**src/rtl/sdram_wr_sequencer.sv**
```systemverilog
module sdram_wr_sequencer #(
  parameter int ROW_W = 13,
  parameter int COL_W = 10,
  parameter int BANKS = 4,
  parameter int TW    = 4
) (
  input  logic                     clk,
  input  logic                     rst_n,
  input  logic                     cfg_ddr,
  input  logic [2:0]               cfg_mode,
  input  logic [TW-1:0]            cfg_trp,
  input  logic [TW-1:0]            cfg_trcd,
  input  logic                     req_valid,
  output logic                     req_ready,
  input  logic [$clog2(BANKS)-1:0] req_bank,
  input  logic [ROW_W-1:0]         req_row,
  input  logic [COL_W-1:0]         req_col,
  input  logic                     req_single,
  input  logic                     req_seq,
  output logic [2:0]               cmd_op,
  output logic [$clog2(BANKS)-1:0] cmd_bank,
  output logic [ROW_W-1:0]         cmd_addr,
  output logic                     beat_en,
  output logic                     dq_mask,
  output logic                     dqs_en
);
  localparam int BANK_W = $clog2(BANKS);
  localparam int BL     = 8;
  localparam int PH_W   = $clog2(BL + 1);
  localparam int GW     = TW + 1;
  localparam logic [2:0] OP_NOP = 3'd0, OP_PRE = 3'd1, OP_ACT = 3'd2, OP_WR = 3'd3, OP_BST = 3'd4;

  typedef enum logic [1:0] {S_IDLE, S_PRE, S_ACT, S_DATA} st_t;

  st_t                st;
  logic [TW-1:0]      wcnt, r_trp, r_trcd;
  logic [PH_W-1:0]    ph;
  logic [ROW_W-1:0]   r_row;
  logic [COL_W-1:0]   r_col;
  logic               r_single, r_ddr, prev_burst;
  logic [BANKS-1:0]   row_ok;
  logic [ROW_W-1:0]   row_tab [BANKS];

  wire take      = req_valid && req_ready;
  wire bank_open = row_ok[req_bank];
  wire row_match = row_tab[req_bank] == req_row;
  wire brk       = prev_burst && !req_seq;
  wire in_data   = st == S_DATA;
  wire [PH_W-1:0] ph_last = r_ddr ? PH_W'(BL) : (r_single ? PH_W'(1) : PH_W'(BL - 1));
  wire [ROW_W-1:0] col_ext = {{(ROW_W - COL_W){1'b0}}, r_col};
  wire [ROW_W-1:0] req_col_ext = {{(ROW_W - COL_W){1'b0}}, req_col};

  assign req_ready = (st == S_IDLE) && (cfg_mode == 3'd0);
  assign beat_en   = in_data && (r_ddr ? (ph != '0) : (r_single ? (ph == '0) : 1'b1));
  assign dqs_en    = in_data && r_ddr && (ph != '0);
  assign dq_mask   = in_data && r_ddr && r_single && (ph >= PH_W'(2));

  always_ff @(posedge clk) begin
    if (!rst_n) begin
      st         <= S_IDLE;
      wcnt       <= '0;
      r_trp      <= '0;
      r_trcd     <= '0;
      ph         <= '0;
      r_row      <= '0;
      r_col      <= '0;
      r_single   <= 1'b0;
      r_ddr      <= 1'b0;
      prev_burst <= 1'b0;
      row_ok     <= '0;
      cmd_op     <= OP_NOP;
      cmd_bank   <= '0;
      cmd_addr   <= '0;
      for (int i = 0; i < BANKS; i++) row_tab[i] <= '0;
    end else begin
      cmd_op <= OP_NOP;
      case (st)
        S_IDLE: if (take) begin
          r_row      <= req_row;
          r_col      <= req_col;
          r_single   <= req_single;
          r_ddr      <= cfg_ddr;
          r_trp      <= cfg_trp;
          r_trcd     <= cfg_trcd;
          prev_burst <= !req_single;
          cmd_bank   <= req_bank;
          if (bank_open && row_match && !brk) begin
            cmd_op   <= OP_WR;
            cmd_addr <= req_col_ext;
            ph       <= '0;
            st       <= S_DATA;
          end else if (bank_open) begin
            cmd_op           <= OP_PRE;
            row_ok[req_bank] <= 1'b0;
            wcnt             <= cfg_trp;
            st               <= S_PRE;
          end else begin
            cmd_op            <= OP_ACT;
            cmd_addr          <= req_row;
            row_ok[req_bank]  <= 1'b1;
            row_tab[req_bank] <= req_row;
            wcnt              <= cfg_trcd;
            st                <= S_ACT;
          end
        end
        S_PRE: if (wcnt <= TW'(1)) begin
          cmd_op            <= OP_ACT;
          cmd_addr          <= r_row;
          row_ok[cmd_bank]  <= 1'b1;
          row_tab[cmd_bank] <= r_row;
          wcnt              <= r_trcd;
          st                <= S_ACT;
        end else wcnt <= wcnt - TW'(1);
        S_ACT: if (wcnt <= TW'(1)) begin
          cmd_op   <= OP_WR;
          cmd_addr <= col_ext;
          ph       <= '0;
          st       <= S_DATA;
        end else wcnt <= wcnt - TW'(1);
        S_DATA: begin
          if (!r_ddr && r_single && ph == '0) cmd_op <= OP_BST;
          if (ph == ph_last) st <= S_IDLE;
          else ph <= ph + PH_W'(1);
        end
        default: st <= S_IDLE;
      endcase
    end
  end

  logic [2:0]    last_op;
  logic [GW-1:0] gap;
  always_ff @(posedge clk) begin
    if (!rst_n) begin
      last_op <= OP_NOP;
      gap     <= '0;
    end else if (cmd_op != OP_NOP) begin
      last_op <= cmd_op;
      gap     <= GW'(1);
    end else if (gap != '1) gap <= gap + GW'(1);
  end

  assert_trp_gap_R3: assert property (@(posedge clk) disable iff (!rst_n)
    (cmd_op == OP_ACT && last_op == OP_PRE) |-> gap >= {1'b0, r_trp});
  assert_trcd_gap_R3: assert property (@(posedge clk) disable iff (!rst_n)
    (cmd_op == OP_WR && last_op == OP_ACT) |-> gap >= {1'b0, r_trcd});
  assert_write_open_row_R2: assert property (@(posedge clk) disable iff (!rst_n)
    (cmd_op == OP_WR) |-> (row_ok[cmd_bank] && row_tab[cmd_bank] == r_row));
  assert_bst_sdr_only_R7: assert property (@(posedge clk) disable iff (!rst_n)
    (cmd_op == OP_BST) |-> (!r_ddr && r_single && $past(cmd_op) == OP_WR));
  assert_mask_with_strobe_R8: assert property (@(posedge clk) disable iff (!rst_n)
    dq_mask |-> dqs_en);
  assert_sdr_beat_at_write_R5: assert property (@(posedge clk) disable iff (!rst_n)
    ($rose(beat_en) && !r_ddr) |-> cmd_op == OP_WR);
  assert_ddr_strobe_after_write_R6: assert property (@(posedge clk) disable iff (!rst_n)
    $rose(dqs_en) |-> $past(cmd_op) == OP_WR);
endmodule

```
**config.mk**
```make
export PLATFORM = sky130hd
export DESIGN_NAME = sdram_wr_sequencer
export DESIGN_NICKNAME = d
export VERILOG_FILES = /design/src/rtl/sdram_wr_sequencer.sv
export SDC_FILE = /design/constraint.sdc
export NUM_CORES = 1
export LEC_CHECK = 0
export ABC_AREA = 1
export BUFFER_PORTS_ARGS = -buffer_cell sky130_fd_sc_hd__buf_2
export CAP_MARGIN = 0
export CORE_MARGIN = 2
export CORE_UTILIZATION = 54
export CTS_CLUSTER_SIZE = 28
export DETAILED_ROUTE_END_ITERATION = 6
export PLACE_DENSITY = 0.77
export SYNTH_ARGS = -nofsm -noshare
export SYNTH_HDL_FRONTEND = slang
export SYNTH_SLANG_ARGS = --single-unit
```
**constraint.sdc**
```tcl
create_clock -name clk -period 2.8 [get_ports clk]
set_input_delay 0.28 -clock clk [delete_from_list [all_inputs] [get_ports clk]]
set_output_delay 0.28 -clock clk [all_outputs]
set_load 0.01 [all_outputs]
```
[After elaboration in Yosys (flattened, before gate mapping)]
Memories as Yosys holds them, arrays and structs flattened.
Index checks and enable logic that the tools add are counted.
Cells by class
  add/sub/neg operators: 2
  magnitude comparators: 6
  equal/unequal tests: 14
  mux-type cells: 63
  bitwise operators: 4
  reduce and logical (&&, ||, !) cells: 33
Operators by type and width (count)
  13-bit two-way mux: 7
  4-bit two-way mux: 14
  13-bit case mux with 3 select lines: 1
  2-bit two-way mux: 13
  13-bit OR reduction: 2
  4-bit case mux with 3 select lines: 2
  1-bit two-way mux: 18
  1-bit logical AND: 14
  13-bit equality test: 1
  2-bit != test, second input constant: 6
  3-bit case mux with 4 select lines: 1
  4-bit AND reduction: 3
  5-bit AND reduction: 2
  4-bit bitwise OR: 2
  2-bit case mux with 4 select lines: 1
  4-bit case mux with 2 select lines: 1
  2-bit by 3-bit less-than comparator with 1-bit output, second input constant: 2
  3-bit two-way mux: 2
  3-bit nonzero test: 2
  4-bit by 1-bit adder with 4-bit output, second input constant: 1
  4-bit bitwise AND: 1
  1-bit demux with 2-bit select: 2
  2-bit equality test, second input constant: 2
  4-bit equality test: 1
  16 further kinds: 21
Word-level totals
  flip-flop bits (word level): 62
  bits in writable memories: 52
  input port bits: 42
  output and inout port bits: 22
  word-level logic and storage cells: 136
  memories kept: 1
Memory list
  row_tab: depth 4, bits a word 13, rd ports 1, clocked after memory_dff 0, write ports 4, line 42  | logic [ROW_W-1:0] row_tab [BANKS];

[Logic depth before layout (Yosys ltp)]
Gate-level depths: netlist (run 1).
  word-level depth: 12
  gate-level depth with buffers: 19
  depth with buffers taken out: 17

[Worst setup path after synthesis (run 1)]
No wires, ideal clock.
  kind: register -> register
  start point: register wcnt[0]
  end point: memory row_tab[3][0] (enable)
  setup time: 0.400 ns
  arrival: 2.367 ns
  required time: 2.400 ns
  path slack: 0.034 ns
  stages on the path, launching flop included: 13
  period minus slack after synthesis: 2.766 ns
  path through: dfxtp_1 -> inv_1 -> ha_1 -> nor2_1 -> nor3_2 -> inv_1 -> nor2_1 -> inv_1 -> nand2_1 -> nor3_2 -> inv_2 -> o22ai_1 -> nor3_1
RTL lines
  start: declaration: line 36  | logic [TW-1:0] wcnt, r_trp, r_trcd;
  start signal: assignment: line 95  | wcnt <= cfg_trp;
  start signal: assignment: line 102  | wcnt <= cfg_trcd;
  start signal: assignment: line 111  | wcnt <= r_trcd;
  end: declaration: line 42

==> results.md, run 1 <==
* Primary FF master, synth: dfxtp_1
* DRT iter0 DRCs at approximately 450
* CP Capture Type: register
* CP max stage delay at ~0.40 ns
* Initial Utilization at between 50 and 60%
* Max Fanout on Critical Path at 13
* Pwr Total at roughly 6.5 mW
* Met2 wire len at 7593 um
* Post-synth net total at between 900 and 1000
* Seq/Total Area, Yosys at 45.23%
* Period utilisation layout at around nine tenths
* Post-Route M1 WL at about 6500 um
* Hold_buf cts at 0
* Met3 WL at about 940 um
* Crit path top cell by count: inv_1
* Largest net degree at the start of global routing at 55
* RSZ-0062 raised after global routing: false
* Area leader, netlist: edfxtp_1
* Number of H-tree levels at 4
* Vias in the first global route at roughly 5400
* First-pass GRT wire length at ~25000 um
* CTS clk-pin slew, worst paths at roughly 0.060 ns
* Crit path time final at around 2.6 ns
* DR vias/cell at 5.271
* Maximum VDD drop at about 0.67 mV
* Ys Warns at 0
* Final WL at about 15000 um
* Fin Hold WS at about 0.12 ns
* Synth Instances at around 900
* CP delay by family, top: simple AND/OR/NAND/NOR gates
* Status: finished clean
* Die outline height at ~110 um
* Worst min path class: in -> reg
* Asr flop ratio synth at 0%
* Sw power at about 2.3 mW
* TritonRoute pass-1 iters at 5
* Antenna cells at 0
* Number of enable flip-flop cells after synthesis at 52
* Gr ovfl total at 0
* Synth Area per Inst at around 7 um^2
* Endpoints failing setup at 0
* Final non-filler cell area at slightly above 7000 um^2
* Setup CP Type: reg -> reg
* Top cell type's share of synthesized area at 25.20%
* Multi-input gate area at 2761 um^2
* Site row count at 39
* Sequential share of power at 33.5%
* Avg WL per Cell at roughly 14 um
* Clock network power share at about a third
* Slew headroom at ~62%
* Sw frac at a little over a third
* CTS tree: built
* Peak Freq at 0.3883 GHz
* DP HPWL at roughly 11000 um
* Slew @ Worst Pin at approximately 0.57 ns
* Synthesized area at just over 6000 um^2
* Power per cell area at ~900 nW/um^2
* Slowest CP cell: dfxtp_1
* Total negative slack at 0 ns
* Largest cells by area after synthesis: edfxtp_1 25%, dfxtp_1 20%, nand2_1 16%
* Final core occ at 63.94%
* Synth cell types at 37
* CTS root buffer: clkbuf_16
* CP required at 2.91 ns
* Highest Signal Layer: met4
* Die area at around 12000 um^2
* Hold Fails Final Rpt at 0
* Sum of buffers and inverters on the critical path at 6
* Post-route DRC at 0
* Max-cap violations at 0
* Seq. cell area at 2803 um^2
* P_int at ~4.1 mW
* Area growth from synthesis to layout at 16.80%
* Setup Skew at ~0.0091 ns
* # clock sinks at around 110
* Via count at roughly 5800
* Io pins at 64
* Initial antenna violation count at 0
* Die Wd at between 100 and 150 um
* Core region area at about 11000 um^2
* Clock latency on the worst-skew pair at approximately 0.42 ns
* Gate power share at around a third
* Arr. time, crit path at 2.68 ns
* Layout Nets at just under 1000
* Ordered list of cells on the worst path: inv_1 -> ha_1 -> nor2_1 -> nor3_2 -> inv_1 -> nor2_1 -> inv_1 -> nand2_1 -> nor3_2 -> inv_2 -> o22ai_2 -> inv_2 -> or2_1 -> nand2_1 -> buf_4
* GRT Resource Usage Total at about a quarter
* Max Root-Sink Buffers at 2
* Area of placed instances at between 6000 and 7000 um^2
* Most common cell in the synthesized netlist: nand2_1
* Top cells by count, synth: 260 x nand2_1, 123 x nor2_1, 111 x inv_1, 62 x dfxtp_1, 55 x o21ai_0
* Final GP Congestion at between 0.9 and 1
* #FFs+latches synth at ~110
* Setup bufs post-CTS at 0
* Layout cells sized above 1 at between 10% and 20%
* Setup crit start kind: register
* Leakage power figure at 3.291 nW
* TritonCTS Buffers at 17
* Fill cells at about 1000
* IO Port Bufs at 63
* Max-slew violation count at 0
* Remaining antenna violation count after routing at 0
## sequential cells by signal, summed over array words and instances (netlist names), named ones only
| register | cells |
|---|---|
| cmd_addr | 13 |
| cmd_bank | 2 |
| cmd_op | 3 |
| ph | 4 |
| prev_burst | 1 |
| r_col | 10 |
| r_ddr | 1 |
| r_row | 13 |
| r_single | 1 |
| r_trcd | 4 |
| row_tab | 52 |
| st | 2 |
| wcnt | 4 |
## power by group through the flow
stage	clock, mW	sequential [mW]	combinational (mW)
floorplan	0	2.22	1.55
global placement	0	2.19	2.05
detailed placement	0	2.20	2.08
CTS	2.19	2.17	2.11
global route	2.28	2.20	2.41
finish	2.18	2.17	2.14
## per-stage QoR
stage	std cells	worst slack, ns
floorplan	874	0.03391
global placement	1059	0.2745
detailed placement	1059	0.1403
CTS	1091	0.1262
global route	1091	0.03670
finish	1091	0.2247
## cell type report
class                   instances  area share [%]
flip-flops and latches        114           38.72
multi-input cells             603           38.15
repair buffers                 83           6.430
inverters                     116           6.016
clock buffers                  19           5.981
well taps                     143           2.472
clock inverters                13           2.230
## timing repair
item                       in CTS  in global routing
hold endpoints to repair        0                  0
gates resized for setup         0                  1
setup endpoints to repair       0                 13
## path summary, 6_finish.rpt
| check | from | end | slack [ns] | cells after the start |
|---|---|---|---|---|
| setup / recovery | wcnt[0] | row_tab[1][10] | 0.22 | 15 |
| hold reg to reg | r_col[1] | r_col[1] | 0.45 | 2 |
| hold / removal | cfg_trcd[3] | r_trcd[3] | 0.12 | 3 |
| setup reg to reg | wcnt[0] | row_tab[1][10] | 0.22 | 15 |
## worst min-delay path, stage by stage
cell and delay, ns:
buf_2 0.11, nand2_1 0.06, a21oi_1 0.05
## layout by cell type, fill, tap and decap left out, drive strengths merged, types with 6 or more instances in the layout
cell type,count
nand4,6
dfxtp,62
clkbuf,19
nand3,54
inv,116
edfxtp,52
a21oi,39
nor2,125
ha,10
nand2,262
o22ai,28
buf,83
o21ai,55
## layer usage
layer,vias up,GRT usage (%)
li1,2925,-
met1,2604,31.48
met2,190,43.07
met3,32,6.506
met4,0,10.04
met5,-,0
## kinds of logic after synthesis
group           after synthesis  share of synthesized area, %
fa+ha+maj                    10                         2.019
flops                       114                         45.23
simple gates                455                         29.80
compound gates              132                         11.77
mux                           2                        0.3230
buf+inv                     157                         10.30
xor+xnor                      4                        0.5654
No activity file was read; power rests on OpenSTA's default activity.
==> inputs of run 2 (changes only) <==
Settings changed: SETUP_SLACK_MARGIN set to 0.4.
==> run 2 against run 1 <==
- sequential share of layout area down 0.67 points
- wire length decreased by 0.32%
- cell area rose by 2.0%
- non-clock buffer count increased by 6
- global-route usage grew 0.23 points
- setup slack better by 0.30 ns
- count of clock-buffer cells in the layout fell by 2
- sequential power is essentially flat
- via count down 0.26%
- die area stayed put
- largest cell class is now multi-input combinational cells
- largest power group is now combinational logic
==> results.md, run 2 (synthesis results as in run 1) <==
* Remaining antenna violation count after routing at 0
* GRT Resource Usage Total at 25.76%
* TritonCTS Buffers at 17
* Max-slew violation count at 0
* Io pins at 64
* Setup Skew at approximately 0.016 ns
* CP max stage delay at around 0.34 ns
* Period utilisation layout at around four fifths
* Vias in the first global route at 5413
* Arr. time, crit path at 2.42 ns
* # clock sinks at 114
* First-pass GRT wire length at 25390 um
* Power per cell area at roughly 880 nW/um^2
* Site row count at 39
* Gr ovfl total at 0
* Final GP Congestion at 0.9322
* Crit path time final at 2.276 ns
* Layout Nets at 994
* Avg WL per Cell at 14.02 um
* DR vias/cell at between 5 and 6
* Final WL at between 15000 and 20000 um
* Ordered list of cells on the worst path: inv_1 -> ha_2 -> nand2_1 -> inv_1 -> nand2_4 -> nor3_2 -> bufinv_8 -> o22ai_4 -> inv_2 -> or2_4 -> nand2_4
* CP Capture Type: register
* Post-route DRC at 0
* Layout cells sized above 1 at ~16%
* Slew @ Worst Pin at between 0.5 and 0.6 ns
* Core region area at 11320 um^2
* Worst min path class: in -> reg
* CP required at just under 3 ns
* Status: finished clean
* Maximum VDD drop at 0.6234 mV
* Via count at approximately 5700
* Initial Utilization at a little over half
* Number of H-tree levels at 4
* DRT iter0 DRCs at 472
* Die Wd at ~110 um
* Slew headroom at roughly 63%
* CTS clk-pin slew, worst paths at ~0.060 ns
* DP HPWL at roughly 11000 um
* Antenna cells at 0
* Die outline height at 111.1 um
* Commonest non-fill, non-tap cells in the layout: 255 x nand2_1, 118 x nor2_1, 107 x inv_1, 63 x buf_2, 60 x dfxtp_1
* Die area at ~12000 um^2
* Hold Fails Final Rpt at 0
* Most flop-heavy register: row_tab
* Setup CP Type: reg -> reg
* Area growth from synthesis to layout at 19.08%
* Max reg flops at 52
* Total negative slack at 0 ns
* CTS tree: built
* Top Registers: row_tab (52), cmd_addr (13), r_row (13)
* Endpoints failing setup at 0
* Leakage power figure at 3.365 nW
* CTS root buffer: clkbuf_16
* Fill cells at 998
* Initial antenna violation count at 0
* Slowest CP cell: dfxtp_1
* Max Root-Sink Buffers at 2
* Setup crit start kind: register
* Hold_buf cts at 0
* Clock latency on the worst-skew pair at around 0.43 ns
* Final core occ at 65.19%
* Peak Freq at 0.4394 GHz
* Commonest non-fill, non-tap cell in the layout: nand2_1
* Max Fanout on Critical Path at 12
* IO Port Bufs at 63
* RSZ-0062 raised after global routing: false
* Largest net degree at the start of global routing at 55
* Max-cap violations at 0
* TritonRoute pass-1 iters at 5
## run 2: cell types whose count changed in the layout (fill, tap and decap cells not counted), sizes merged
cell / delta
bufinv: -1
clkinv: +3
inv: +2
nand2: +1
clkinvlp: -2
clkbuf: -2
buf: +6
## run 2: layout make-up
cell class | instances | area (um^2) | share of cell area [%]
inverters | 116 | 451.7 | 6.121
clock buffers | 17 | 425.4 | 5.765
well taps | 143 | 178.9 | 2.425
repair buffers | 89 | 521.8 | 7.070
flip-flops and latches | 114 | 2808 | 38.05
clock inverters | 15 | 131.4 | 1.780
multi-input cells | 604 | 2863 | 38.79
## run 2: worst max-delay path: cells and delay by family, from the launching register on
family                     cells  cell delay [ns]
and+or+nand+nor                5             0.78
buffers and inverters          4             0.48
DFF                            1             0.34
adders and majority gates      1             0.24
AOI/OAI and AO/OA              1             0.15
## run 2: path summary, 6_finish.rpt
kind,slack [ns],from,cells after the start,end
worst max-delay path,0.52,st[0],11,row_tab[1][12]
worst min-delay path,0.13,cfg_trcd[3],3,r_trcd[3]
worst max register to register,0.52,st[0],11,row_tab[1][12]
worst min register to register,0.46,r_col[8],2,r_col[8]
## run 2: per-layer routing
layer	part of all wire, %	global-route usage (%)	routed length [um]
met1	44	32.53	6820
met2	49	43.76	7516
met3	5.4	5.467	830
met4	1.5	9.383	231
met5	0	0	0
## run 2: what timing repair did
action,4_1_cts,5_1_grt
pin swaps,2,6
buffers inserted,1,4
setup endpoints to repair,65,93
gates cloned,1,0
gates resized for setup,9,20
## run 2: per-stage QoR
stage | area [um^2] | setup WS, ns | hold WS (ns) | power, mW | std cells
2_1_floorplan | 6226 | 0.3833 | 0.4246 | 3.774 | 874
3_3_place_gp | 6678 | 0.2929 | 0.4407 | 4.275 | 1060
3_5_place_dp | 6678 | 0.2746 | 0.4512 | 4.310 | 1060
4_1_cts | 7284 | 0.4133 | 0.1171 | 6.365 | 1094
5_1_grt | 7380 | 0.4063 | 0.1471 | 6.884 | 1098
6_report | 7380 | 0.5240 | 0.1306 | 6.472 | 1098
## run 2: where the power goes
part	internal (mW)	switching, mW
clock network	1.22	0.815
registers	2.03	0.146
logic	0.803	1.46
